File: src/rtl/vrd_pkg.sv
package vrd_pkg;

  localparam int SEL_FLASH  = 0;
  localparam int SEL_SRAM   = 1;
  localparam int SEL_BOOT   = 2;
  localparam int SEL_PERIPH = 3;
  localparam int SEL_RSVD   = 4;
  localparam int SEL_W      = 5;

  typedef enum logic [1:0] {
    MAP_BOOT  = 2'b00,
    MAP_FLASH = 2'b01,
    MAP_SRAM  = 2'b10
  } vecMap_e;

  // strobes from control to datapath
  typedef struct packed {
    logic winHit;
    logic toSram;
    logic toBoot;
  } remapStrobe_t;

endpackage

File: src/rtl/vrd_ctrl.sv
module vrd_ctrl
  import vrd_pkg::*;
#(
  parameter int ADDR_W   = 32,
  parameter int WIN_BITS = 6
) (
  input  logic                       clk,
  input  logic                       rst_n,
  input  logic                       mapWr,
  input  logic [1:0]                 mapData,
  input  logic [ADDR_W-WIN_BITS-1:0] winTag,
  output remapStrobe_t               strobe
);

  vecMap_e mapReg;
  vecMap_e mapNext;

  // the reserved code folds onto boot mode so no undefined source exists
  always_comb begin
    case (mapData)
      2'b01:   mapNext = MAP_FLASH;
      2'b10:   mapNext = MAP_SRAM;
      default: mapNext = MAP_BOOT;
    endcase
  end

  always_ff @(posedge clk or negedge rst_n) begin
    if (!rst_n) mapReg <= MAP_BOOT;
    else if (mapWr) mapReg <= mapNext;
  end

  always_comb begin
    strobe.winHit = (winTag == '0);
    strobe.toSram = strobe.winHit && (mapReg == MAP_SRAM);
    strobe.toBoot = strobe.winHit && (mapReg == MAP_BOOT);
  end

endmodule

File: src/rtl/vrd_xlate.sv
module vrd_xlate
  import vrd_pkg::*;
#(
  parameter int          ADDR_W    = 32,
  parameter int          WIN_BITS  = 6,
  parameter logic [31:0] SRAM_BASE = 32'h4000_0000,
  parameter logic [31:0] BOOT_BASE = 32'h7FFF_D000
) (
  input  logic [ADDR_W-1:0] reqAddr,
  input  remapStrobe_t      strobe,
  output logic [ADDR_W-1:0] physAddr
);

  localparam int PAD_W = ADDR_W - WIN_BITS;

  logic [ADDR_W-1:0] winOfs;
  assign winOfs = {{PAD_W{1'b0}}, reqAddr[WIN_BITS-1:0]};

  always_comb begin
    if (strobe.toSram)      physAddr = SRAM_BASE[ADDR_W-1:0] + winOfs;
    else if (strobe.toBoot) physAddr = BOOT_BASE[ADDR_W-1:0] + winOfs;
    else                    physAddr = reqAddr;
  end

endmodule

File: src/rtl/vrd_classify.sv
module vrd_classify
  import vrd_pkg::*;
#(
  parameter int          ADDR_W      = 32,
  parameter logic [31:0] FLASH_BYTES = 32'h0000_8000,
  parameter logic [31:0] SRAM_BASE   = 32'h4000_0000,
  parameter logic [31:0] SRAM_BYTES  = 32'h0000_2000,
  parameter logic [31:0] BOOT_BASE   = 32'h7FFF_D000,
  parameter logic [31:0] BOOT_LAST   = 32'h7FFF_FFFF,
  parameter int          BANK_BITS   = 11,
  parameter int          SLOT_BITS   = 7,
  parameter logic [BANK_BITS-1:0] LO_TAG = 11'h700,
  parameter logic [BANK_BITS-1:0] HI_TAG = 11'h7FF,
  parameter logic [(1<<SLOT_BITS)-1:0] LO_MASK = '1,
  parameter logic [(1<<SLOT_BITS)-1:0] HI_MASK = '1
) (
  input  logic [ADDR_W-1:0] physAddr,
  input  logic              reqFetch,
  output logic [SEL_W-1:0]  regionSel,
  output logic              dataAbort,
  output logic              prefAbort
);

  localparam int NSLOT    = 1 << SLOT_BITS;
  localparam int NBANK    = 2;
  localparam int SLOT_LSB = ADDR_W - BANK_BITS - SLOT_BITS;
  localparam logic [NBANK-1:0][BANK_BITS-1:0] BANK_TAG  = {HI_TAG, LO_TAG};
  localparam logic [NBANK-1:0][NSLOT-1:0]     BANK_MASK = {HI_MASK, LO_MASK};

  logic [BANK_BITS-1:0] addrTag;
  logic [SLOT_BITS-1:0] slotIdx;
  logic [NBANK-1:0]     bankHit;
  logic [NBANK-1:0]     slotLive;
  logic                 isFlash, isSram, isBoot, isPeriph;
  logic [ADDR_W-1:0]    sramOfs;

  assign addrTag = physAddr[ADDR_W-1 -: BANK_BITS];
  assign slotIdx = physAddr[SLOT_LSB +: SLOT_BITS];

  for (genvar b = 0; b < NBANK; b++) begin : g_bank
    assign bankHit[b]  = (addrTag == BANK_TAG[b]);
    assign slotLive[b] = BANK_MASK[b][slotIdx];
  end

  assign sramOfs  = physAddr - SRAM_BASE[ADDR_W-1:0];
  assign isFlash  = physAddr < FLASH_BYTES[ADDR_W-1:0];
  assign isSram   = (physAddr >= SRAM_BASE[ADDR_W-1:0]) && (sramOfs < SRAM_BYTES[ADDR_W-1:0]);
  assign isBoot   = (physAddr >= BOOT_BASE[ADDR_W-1:0]) && (physAddr <= BOOT_LAST[ADDR_W-1:0]);
  assign isPeriph = |(bankHit & slotLive);

  always_comb begin
    regionSel = '0;
    if (isFlash)       regionSel[SEL_FLASH]  = 1'b1;
    else if (isSram)   regionSel[SEL_SRAM]   = 1'b1;
    else if (isBoot)   regionSel[SEL_BOOT]   = 1'b1;
    else if (isPeriph) regionSel[SEL_PERIPH] = 1'b1;
    else               regionSel[SEL_RSVD]   = 1'b1;
  end

  assign dataAbort = regionSel[SEL_RSVD] && !reqFetch;
  assign prefAbort = reqFetch && (regionSel[SEL_RSVD] || regionSel[SEL_PERIPH]);

endmodule

File: src/rtl/vec_remap_decoder.sv
module vec_remap_decoder
  import vrd_pkg::*;
#(
  parameter int          ADDR_W      = 32,
  parameter int          WIN_BITS    = 6,
  parameter logic [31:0] FLASH_BYTES = 32'h0000_8000,
  parameter logic [31:0] SRAM_BASE   = 32'h4000_0000,
  parameter logic [31:0] SRAM_BYTES  = 32'h0000_2000,
  parameter logic [31:0] BOOT_BASE   = 32'h7FFF_D000,
  parameter logic [31:0] BOOT_LAST   = 32'h7FFF_FFFF,
  parameter int          BANK_BITS   = 11,
  parameter int          SLOT_BITS   = 7,
  parameter logic [BANK_BITS-1:0] LO_TAG = 11'h700,
  parameter logic [BANK_BITS-1:0] HI_TAG = 11'h7FF,
  parameter logic [(1<<SLOT_BITS)-1:0] LO_MASK = {1'b1, {((1<<SLOT_BITS)-13){1'b0}}, 12'hFFF},
  parameter logic [(1<<SLOT_BITS)-1:0] HI_MASK = {1'b1, {((1<<SLOT_BITS)-1){1'b0}}}
) (
  input  logic              clk,
  input  logic              rst_n,
  input  logic              mapWr,
  input  logic [1:0]        mapData,
  input  logic [ADDR_W-1:0] reqAddr,
  input  logic              reqFetch,
  output logic [SEL_W-1:0]  regionSel,
  output logic [ADDR_W-1:0] localAddr,
  output logic              dataAbort,
  output logic              prefAbort
);

  remapStrobe_t strobe;

  vrd_ctrl #(.ADDR_W(ADDR_W), .WIN_BITS(WIN_BITS)) u_ctrl (
    .clk     (clk),
    .rst_n   (rst_n),
    .mapWr   (mapWr),
    .mapData (mapData),
    .winTag  (reqAddr[ADDR_W-1:WIN_BITS]),
    .strobe  (strobe)
  );

  vrd_xlate #(
    .ADDR_W(ADDR_W), .WIN_BITS(WIN_BITS),
    .SRAM_BASE(SRAM_BASE), .BOOT_BASE(BOOT_BASE)
  ) u_xlate (
    .reqAddr  (reqAddr),
    .strobe   (strobe),
    .physAddr (localAddr)
  );

  vrd_classify #(
    .ADDR_W(ADDR_W), .FLASH_BYTES(FLASH_BYTES), .SRAM_BASE(SRAM_BASE),
    .SRAM_BYTES(SRAM_BYTES), .BOOT_BASE(BOOT_BASE), .BOOT_LAST(BOOT_LAST),
    .BANK_BITS(BANK_BITS), .SLOT_BITS(SLOT_BITS),
    .LO_TAG(LO_TAG), .HI_TAG(HI_TAG), .LO_MASK(LO_MASK), .HI_MASK(HI_MASK)
  ) u_classify (
    .physAddr  (localAddr),
    .reqFetch  (reqFetch),
    .regionSel (regionSel),
    .dataAbort (dataAbort),
    .prefAbort (prefAbort)
  );

endmodule

File: config.mk
export PLATFORM = sky130hd
export DESIGN_NAME = vec_remap_decoder
export DESIGN_NICKNAME = d
export VERILOG_FILES = /design/src/rtl/vrd_pkg.sv /design/src/rtl/vrd_ctrl.sv /design/src/rtl/vrd_xlate.sv /design/src/rtl/vrd_classify.sv /design/src/rtl/vec_remap_decoder.sv
export SDC_FILE = /design/constraint.sdc
export NUM_CORES = 1
export LEC_CHECK = 0
export BUFFER_PORTS_ARGS = -buffer_cell sky130_fd_sc_hd__buf_2
export CORE_MARGIN = 5
export CORE_UTILIZATION = 31
export CTS_CLUSTER_DIAMETER = 80
export DETAILED_ROUTE_END_ITERATION = 10
export GPL_ROUTABILITY_DRIVEN = 0
export GPL_TIMING_DRIVEN = 0
export PLACE_DENSITY = 0.76
export SKIP_CTS_REPAIR_TIMING = 1
export SYNTH_ARGS = -nofsm -noshare
export SYNTH_HDL_FRONTEND = slang
export SYNTH_SLANG_ARGS = --single-unit
File: constraint.sdc
create_clock -name clk -period 2.3 [get_ports clk]
set_clock_uncertainty 0.15 [all_clocks]
set_input_delay 0.115 -clock clk [delete_from_list [all_inputs] [get_ports clk]]
set_output_delay 0.115 -clock clk [all_outputs]
set_load 0.02 [all_outputs]
==> flow_summary.toml, run 1 <==
[drt]
ant_nets = 0
post_drt_via_cell_ratio = 4.87
num_vias = 896
initialDrtViolationCount = 17
wl_mm = 2.40
drc = 0
dr.pass1.iters = 4
wl_per_cell_microns = 13.0

[worst_setup_path]
required_ns = 2.04
arrival_ns = 1.87
cp-end-kind = "output pin"
start_kind = "flop"
cp_max_fo = 10
criticalPathCategory = "flop to output pin"

[timing]
rsz0062_at_grt = "false"
finalSetupViolations = 0
fin_ws_ns = 0.167
fmax_ghz = 0.469
timing.final.crit_share_pct = 92.7
fin_setup_tns_ns = 0
min_period_ns = 2.13
slew_headroom_pct = 60.9
slew_viol_final = 0
finalHoldViolCount = 1
tightest_slew_ns = 0.582
timing.hold.ws_ns = -0.00410

[outcome]
violations = "negative hold slack"
outcome = "finished, violations left"

[synthesis]
syn_nets = 122
ys_types = 31
avgSynthCellArea_sq_um = 7.00
ys_seq_elements = 2
ys_seq_area_share_pct = 8.51
synth_top_area_cell = "o21a_1"
netlist_instances = 84
synth_top_area_share_pct = 15.3
synth_area_sq_um = 588
yosys_warnings = 0
synthTopCellsByArea = "o21a_1 15%, buf_4 8.9%, dfrtp_1 8.5%"

[layout]
layoutNonFillerInstCount = 184
fillers = 180
regMostFlops = "u_ctrl.mapReg"
diodes = 0
biggestRegsByFlops = "u_ctrl.mapReg: 2 flops"
largest_reg_flops = 2
final_cell_mix = "70 x buf_2, 12 x o21a_1, 8 x clkbuf_1"
final_common_cell = "buf_2"
utilization_pct = 57.7
drive_gt1_share_pct = 57.9
area_growth_pct = 73.2
nets = 199

[placed_design]
hpwlAfterDp_mm = 2.04
place_ws_ns = 0.0762
dp.cells = 179
port_buffers = 70

[clock_tree]
cts_buffers = 3
worstSkewPairLatency_ns = 0.23
cts_tree = "done"
clock_path_buffers = 2
htree_num_levels = 1
cts.root.buffer_cell = "clkbuf_4"
clk_pin_slew_ns = 0.03
cts.sinks = 2

[power]
p_per_area_mw_per_mm2 = 276
irDropWorstVdd_mv = 0.320
finalPower_w = 0.000281
p_leak_nw = 0.535

[grt]
grt_start_max_net_pins = 11
antenna_found_initial = 0
grt_usage_pct = 17.0
use_met1_pct = 19.1
use_met3_pct = 2.77
grt_overflow = 0
grt_pass1_vias = 904
grt.busiest_layer = "met2"
grt_use_met2_pct = 32.0
grt_pass1_wl_mm = 3.74

[die]
core_sq_mm = 0.00176
ios = 77
row_count = 15
initial_core_util_pct = 33.3
chipHeight_microns = 53.6
die_x_microns = 53.6
dieArea_sq_mm = 0.00287

[min_path]
hold_class = "primary input to flop"

[job]
max_cap_violations = 0
routing by layer:
| metal | vias up | wire (microns) |
|---|---|---|
| met5 | - | 0 |
| met4 | 0 | 48 |
| met3 | 6 | 204 |
| met2 | 45 | 1260 |
| met1 | 388 | 887 |
| li1 | 457 | - |
area by class of cell:
cell class / count / area (sq um) / share of cell area [%]
Inverter: 3 / 11.3 / 1.11
Timing Repair Buffer: 72 / 370 / 36.4
Multi-Input combinational cell: 63 / 439 / 43.1
Clock buffer: 3 / 22.5 / 2.21
Tap cell: 25 / 31.3 / 3.07
Sequential cell: 2 / 50.0 / 4.91
Buffer: 16 / 93.8 / 9.21
per-stage QoR:
| stage | hold slack [ns] | cell area, sq um |
|---|---|---|
| 2_1_floorplan | -0.331 | 588 |
| 3_3_place_gp | -0.248 | 970 |
| 3_5_place_dp | -0.246 | 970 |
| 4_1_cts | -0.489 | 992 |
| 5_1_grt | 0.00943 | 1020 |
| 6_report | -0.00410 | 1020 |
synth_stat cells:
master	n
nand3_1	3
nand3b_1	2
nor3_1	5
a21boi_0	1
inv_1	3
o32a_2	1
or3_1	1
and3_1	3
buf_4	7
nor4_4	1
nor2_1	4
nand2b_1	1
clkbuf_1	8
a211oi_1	1
a311oi_1	1
and3b_1	1
a2111oi_0	1
nor4_1	3
buf_6	1
nand4_1	3
o21ai_0	4
nor4_2	1
or2_2	5
o31a_1	1
nand2_1	3
or4_4	1
nand4_2	1
dfrtp_1	2
and2_1	2
o21a_1	12
o211a_1	1
worst max-delay path, stage by stage (launching register included):
cell and delay [ns]:
dfrtp_1 0.39, nor4_4 0.18, nand4_2 0.18, or4_4 0.48, buf_6 0.16, o21a_1 0.10, buf_2 0.15
power by group:
part	internal, W	switching [W]
Combinational	0.0000704	0.0000911
Clock	0.0000577	0.0000217
Sequential	0.0000383	0.00000233
Total	0.000166	0.000115
logic make-up (layout without fill, tap and decap cells):
group	after synthesis	count (layout)	synth area share, %
compound gates	23	23	29.4
buf+inv	19	94	17.9
flops	2	2	8.51
simple gates	40	40	44.3
path summary, 6_finish.rpt:
path / startpoint / endpoint / slack [ns] / depth (start not counted)
worst max-delay path: u_ctrl.mapReg[0] / localAddr[23] / 0.17 / 6
worst max register to register: u_ctrl.mapReg[1] / u_ctrl.mapReg[1] / 1.48 / 2
worst min register to register: u_ctrl.mapReg[0] / u_ctrl.mapReg[0] / 0.42 / 2
min in group asynchronous: rst_n / u_ctrl.mapReg[1] / 0.07 / 2
max in group asynchronous: rst_n / u_ctrl.mapReg[0] / 1.83 / 2
worst min-delay path: mapData[1] / u_ctrl.mapReg[1] / -0.004 / 3
Power figures use the tool's default switching activity.
==> run 2: changes to the inputs <==
- ABC_AREA: default -> 1
- CORE_UTILIZATION: 31 -> 35
- PLACE_DENSITY: 0.76 -> 0.71
==> run 2 against run 1 <==
  * The run now ends clean
  * Cell area increased by 31%
  * Clock power decreased by 3.2%
  * Combinational power increased by 22%
  * Cell count increased by 59%
  * Highest routed layer is now met3
==> flow_summary.toml, run 2 <==
[die]
core_sq_mm = 0.00248
row_count = 18
chipHeight_microns = 60.8
ios = 77
dieArea_sq_mm = 0.00370
initial_core_util_pct = 36.5
die_x_microns = 60.8

[synthesis]
syn_nets = 225
synth_top_area_cell = "nand2_1"
synth_area_sq_um = 903
async_flop_share_pct = 100
ys_seq_area_share_pct = 5.54
synth.most_common_cell = "nand2_1"
avgSynthCellArea_sq_um = 4.83
synthTopCellsByCount = "48 x nand2_1, 37 x nor2_1, 25 x nand3_1"
yosys_warnings = 0
synth_edf_count = 0
ys_types = 21
synthTopCellsByArea = "nand2_1 20%, nor2_1 15%, nand3_1 14%"
synth_top_area_share_pct = 19.9
ys_seq_elements = 2
synth_ff_type = "dfrtp_1"
netlist_instances = 187

[drt]
ant_nets = 0
dr.pass1.iters = 4
wl_mm = 2.99
initialDrtViolationCount = 34
drc = 0
wl_per_cell_microns = 10.2
post_drt_via_cell_ratio = 4.54
num_vias = 1327

[worst_setup_path]
criticalPathCategory = "flop to output pin"
arrival_ns = 1.76
required_ns = 2.04
r2r_start = "u_ctrl.mapReg[0]"
crit_chain = "nor2_1, nand3_2, buf_2, o21ai_0, nand3_1, nor2_1, nand3_1, inv_1, nor3b_2, buf_2"
cp_max_fo = 10
rrSetupSlack_ns = 1.47
worstRegToRegCells = 2
crit_path_max_incr_delay_ns = 0.37
slowest_stage = "dfrtp_1"
start_kind = "flop"
critical_path_buf_inv_count = 3
crit_family = "simple AND/OR/NAND/NOR gates"
cp-end-kind = "output pin"
timing.rr.end = "u_ctrl.mapReg[0]"

[clock_tree]
clock_path_buffers = 2
cts.root.buffer_cell = "clkbuf_4"
cts_tree = "done"
cts.sinks = 2
clk_pin_slew_ns = 0.03
cts_buffers = 3
htree_num_levels = 1
worstSkewPairLatency_ns = 0.22

[placed_design]
place_ws_ns = 0.268
port_buffers = 70
hpwlAfterDp_mm = 2.53
dp.cells = 287

[power]
p_per_area_mw_per_mm2 = 236
irDropWorstVdd_mv = 0.351
finalPower_w = 0.000314
p_leak_nw = 0.825

[timing]
slew_viol_final = 0
slew_headroom_pct = 84.3
timing.final.crit_share_pct = 88.2
tightest_slew_ns = 0.233
min_period_ns = 2.03
finalHoldViolCount = 0
fin_ws_ns = 0.272
finalSetupViolations = 0
fmax_ghz = 0.493
fin_setup_tns_ns = 0
rsz0062_at_grt = "false"

[layout]
ff_latch_area_sq_um = 50.0
fillers = 288
layoutNonFillerInstCount = 292
diodes = 0
largest_reg_flops = 2
drive_gt1_share_pct = 38.5
final_common_cell = "buf_2"
biggestRegsByFlops = "u_ctrl.mapReg: 2 flops"
utilization_pct = 53.8
multiInputGateArea_sq_um = 619
nets = 302
area_growth_pct = 47.6
regMostFlops = "u_ctrl.mapReg"
final_cell_mix = "71 x buf_2, 48 x nand2_1, 37 x nor2_1"

[min_path]
min_to = "u_ctrl.mapReg[1]"
hold_class = "primary input to flop"
hp-start = "mapData[1]"
worst_hold_path.num_cells = 3

[grt]
grt_start_max_net_pins = 11
grt_overflow = 0
grt_usage_pct = 15.6
antenna_found_initial = 0
grt_pass1_vias = 1171
grt_pass1_wl_mm = 4.61

[outcome]
outcome = "completed"

[job]
max_cap_violations = 0
[run 2: power breakdown]
group,internal (W),switching (W),leakage (nW)
logic,0.0000765,0.000122,0.786
registers,0.0000382,0.00000131,0.0260
clock network,0.0000575,0.0000193,0.0138
total,0.000172,0.000142,0.825
[run 2: per-layer routing]
metal / GRT usage [%] / wire, microns / share of wire, % / vias up
met4: 4.02 / 0 / 0 / 0
met1: 19.5 / 1220 / 41 / 550
met5: 0 / 0 / 0 / -
met3: 3.40 / 340 / 11 / 0
met2: 27.0 / 1430 / 48 / 59
li1: - / - / - / 718
[run 2: logic make-up after synthesis]
| kind of cell | synth area share [%] |
|---|---|
| AOI/OAI and AO/OA | 10.9 |
| buffers and inverters | 25.9 |
| DFF | 5.54 |
| and+or+nand+nor | 57.6 |
[run 2: cell type report]
| class | instances | share of cell area, % |
|---|---|---|
| Sequential cell | 2 | 3.75 |
| Timing Repair Buffer | 72 | 27.8 |
| Inverter | 33 | 9.29 |
| Tap cell | 30 | 2.81 |
| Clock buffer | 3 | 1.69 |
| Buffer | 18 | 8.26 |
| Multi-Input combinational cell | 134 | 46.4 |
[run 2: how the worst max path moves through the flow]
stage                     startpoint           end  slack [ns]  cells after the start
floorplan                reqAddr[20]  regionSel[4]        0.47                     14
global placement         reqAddr[21]  regionSel[4]        0.29                     15
detailed placement       reqAddr[20]     dataAbort        0.27                     15
CTS                 u_ctrl.mapReg[1]     dataAbort        0.26                     10
global route             reqAddr[20]     dataAbort        0.03                     15
finish              u_ctrl.mapReg[1]     prefAbort        0.27                     10
[run 2: worst register-to-register path, delay by kind of cell, from the launching register on]
kind / cells / cell delay [ns]
DFF: 1 / 0.36
AOI/OAI and AO/OA: 1 / 0.09
buffers and inverters: 1 / 0.10
[run 2: metrics by stage]
step                hold slack, ns  cell area [sq um]
global route                0.0236               1330
global placement            -0.249               1290
CTS                         -0.487               1310
detailed placement          -0.248               1290
finish                      0.0218               1330
floorplan                   -0.331                903
==> run 3: changes to the inputs <==
- BUFFER_PORTS_ARGS: -buffer_cell sky130_fd_sc_hd__buf_2 -> default
- DONT_BUFFER_PORTS: default -> 1
- HOLD_SLACK_MARGIN: default -> 0.03
- PLACE_DENSITY: 0.71 -> 0.46
==> run 3 against run 2 <==
  * Fmax shrank 4.9%
  * Setup slack lost 0.10 ns
  * Sequential power grew 2%
  * Die area is the same
  * Critical path type unchanged
  * Largest power group unchanged
==> flow_summary.toml, run 3 (synthesis results as in run 2) <==
[outcome]
outcome = "completed"

[drt]
post_drt_via_cell_ratio = 5.20
drc = 0
initialDrtViolationCount = 41
dr.pass1.iters = 4
wl_per_cell_microns = 13.1
num_vias = 1175
wl_mm = 2.96
ant_nets = 0

[layout]
largest_reg_flops = 2
nets = 236
ff_latch_area_sq_um = 50.0
biggestRegsByFlops = "u_ctrl.mapReg: 2 flops"
multiInputGateArea_sq_um = 652
area_growth_pct = 16.9
final_cell_mix = "42 x nand2_1, 35 x nor2_1, 25 x nand3_1"
fillers = 305
final_common_cell = "nand2_1"
diodes = 0
drive_gt1_share_pct = 19.9
utilization_pct = 42.6
regMostFlops = "u_ctrl.mapReg"

[worst_setup_path]
criticalPathCategory = "flop to output pin"
slowest_stage = "dfrtp_1"
crit_path_max_incr_delay_ns = 0.35
crit_chain = "nor2_2, nand3_2, buf_6, nand2_1, o21ai_1, inv_1, nand3_1, inv_1, nor3b_4"
critPathMostFrequentCell = "inv_1"
required_ns = 2.04
cp_max_fo = 10
arrival_ns = 1.87
crit_family = "simple AND/OR/NAND/NOR gates"
critical_path_buf_inv_count = 3
cp-end-kind = "output pin"
start_kind = "flop"

[power]
power.internal_w = 0.000142
p_per_area_mw_per_mm2 = 255
clock_power_share_pct = 29.3
p_leak_nw = 0.565
sw_frac_of_total_pct = 47.2
combPwrFrac_pct = 55.8
seq_power_share_pct = 14.9
irDropWorstVdd_mv = 0.300
power.switching_w = 0.000127

[timing]
slew_viol_final = 0
timing.hold.ws_ns = 0.113
tightest_slew_ns = 0.389
min_period_ns = 2.13
slew_headroom_pct = 74.0
finalHoldViolCount = 0
timing.final.crit_share_pct = 92.7
finalSetupViolations = 0
fmax_ghz = 0.469

[job]
max_cap_violations = 0

[placed_design]
port_buffers = 0
hpwlAfterDp_mm = 2.48

[grt]
grt_usage_pct = 14.8
grt_start_max_net_pins = 11
grt_overflow = 0
antenna_found_initial = 0
grt_pass1_vias = 1050
grt_pass1_wl_mm = 4.26

[clock_tree]
cts_buffers = 3
cts_tree = "done"
htree_num_levels = 1
clock_path_buffers = 2
worstSkewPairLatency_ns = 0.23
cts.root.buffer_cell = "clkbuf_4"
clk_pin_slew_ns = 0.03
cts.sinks = 2

[die]
core_sq_mm = 0.00248
ios = 77
row_count = 18
dieArea_sq_mm = 0.00370
chipHeight_microns = 60.8
initial_core_util_pct = 36.5
die_x_microns = 60.8

[min_path]
hold_class = "primary input to output pin"
## run 3: changes by cell type in the layout (fill, tap and decap cells not counted), sizes merged
cell,change
buf,-70
dlygate4sd3,+4
## run 3: worst paths after layout
check | from | slack (ns) | cells past startpoint | end
max reg2reg | u_ctrl.mapReg[0] | 0.93 | 3 | u_ctrl.mapReg[0]
min | reqFetch | 0.11 | 1 | dataAbort
max | u_ctrl.mapReg[1] | 0.17 | 9 | prefAbort
min reg2reg | u_ctrl.mapReg[1] | 0.41 | 2 | u_ctrl.mapReg[1]
min in group asynchronous | rst_n | 0.51 | 2 | u_ctrl.mapReg[0]
max in group asynchronous | rst_n | 1.36 | 2 | u_ctrl.mapReg[1]
## run 3: layout make-up
class / instances / area share, %
Buffer: 18 / 10.4
Sequential cell: 2 / 4.74
Timing Repair Buffer: 6 / 5.69
Tap cell: 30 / 3.55
Multi-Input combinational cell: 134 / 61.7
Inverter: 33 / 11.7
Clock buffer: 3 / 2.13
## run 3: through the flow
stage | setup TNS [ns] | power [W] | cells | instance area (sq um) | worst slack (ns)
floorplan | 0 | 0.000160 | 187 | 903 | 0.468
global placement | 0 | 0.000178 | 217 | 941 | 0.215
detailed placement | 0 | 0.000178 | 217 | 941 | 0.204
CTS | 0 | 0.000259 | 220 | 963 | 0.0615
global route | -0.00263 | 0.000292 | 226 | 1060 | -0.00263
finish | 0 | 0.000269 | 226 | 1060 | 0.169
## run 3: power by group through the flow
| stage | clock [W] | combinational, W | sequential, W |
|---|---|---|---|
| finish | 0.0000788 | 0.000150 | 0.0000401 |
| global route | 0.0000866 | 0.000165 | 0.0000404 |
| CTS | 0.0000810 | 0.000138 | 0.0000396 |
| detailed placement | 0 | 0.000138 | 0.0000400 |
| global placement | 0 | 0.000138 | 0.0000398 |
| floorplan | 0 | 0.000121 | 0.0000397 |
## run 3: metal layers
metal | up-vias | routed length, microns | GRT usage, % | part of all wire, %
met5 | - | 0 | 0 | 0
met4 | 0 | 27 | 3.72 | 0.91
met3 | 6 | 458 | 5.11 | 15
met2 | 80 | 1410 | 24.7 | 48
met1 | 504 | 1060 | 18.1 | 36
li1 | 585 | - | - | -
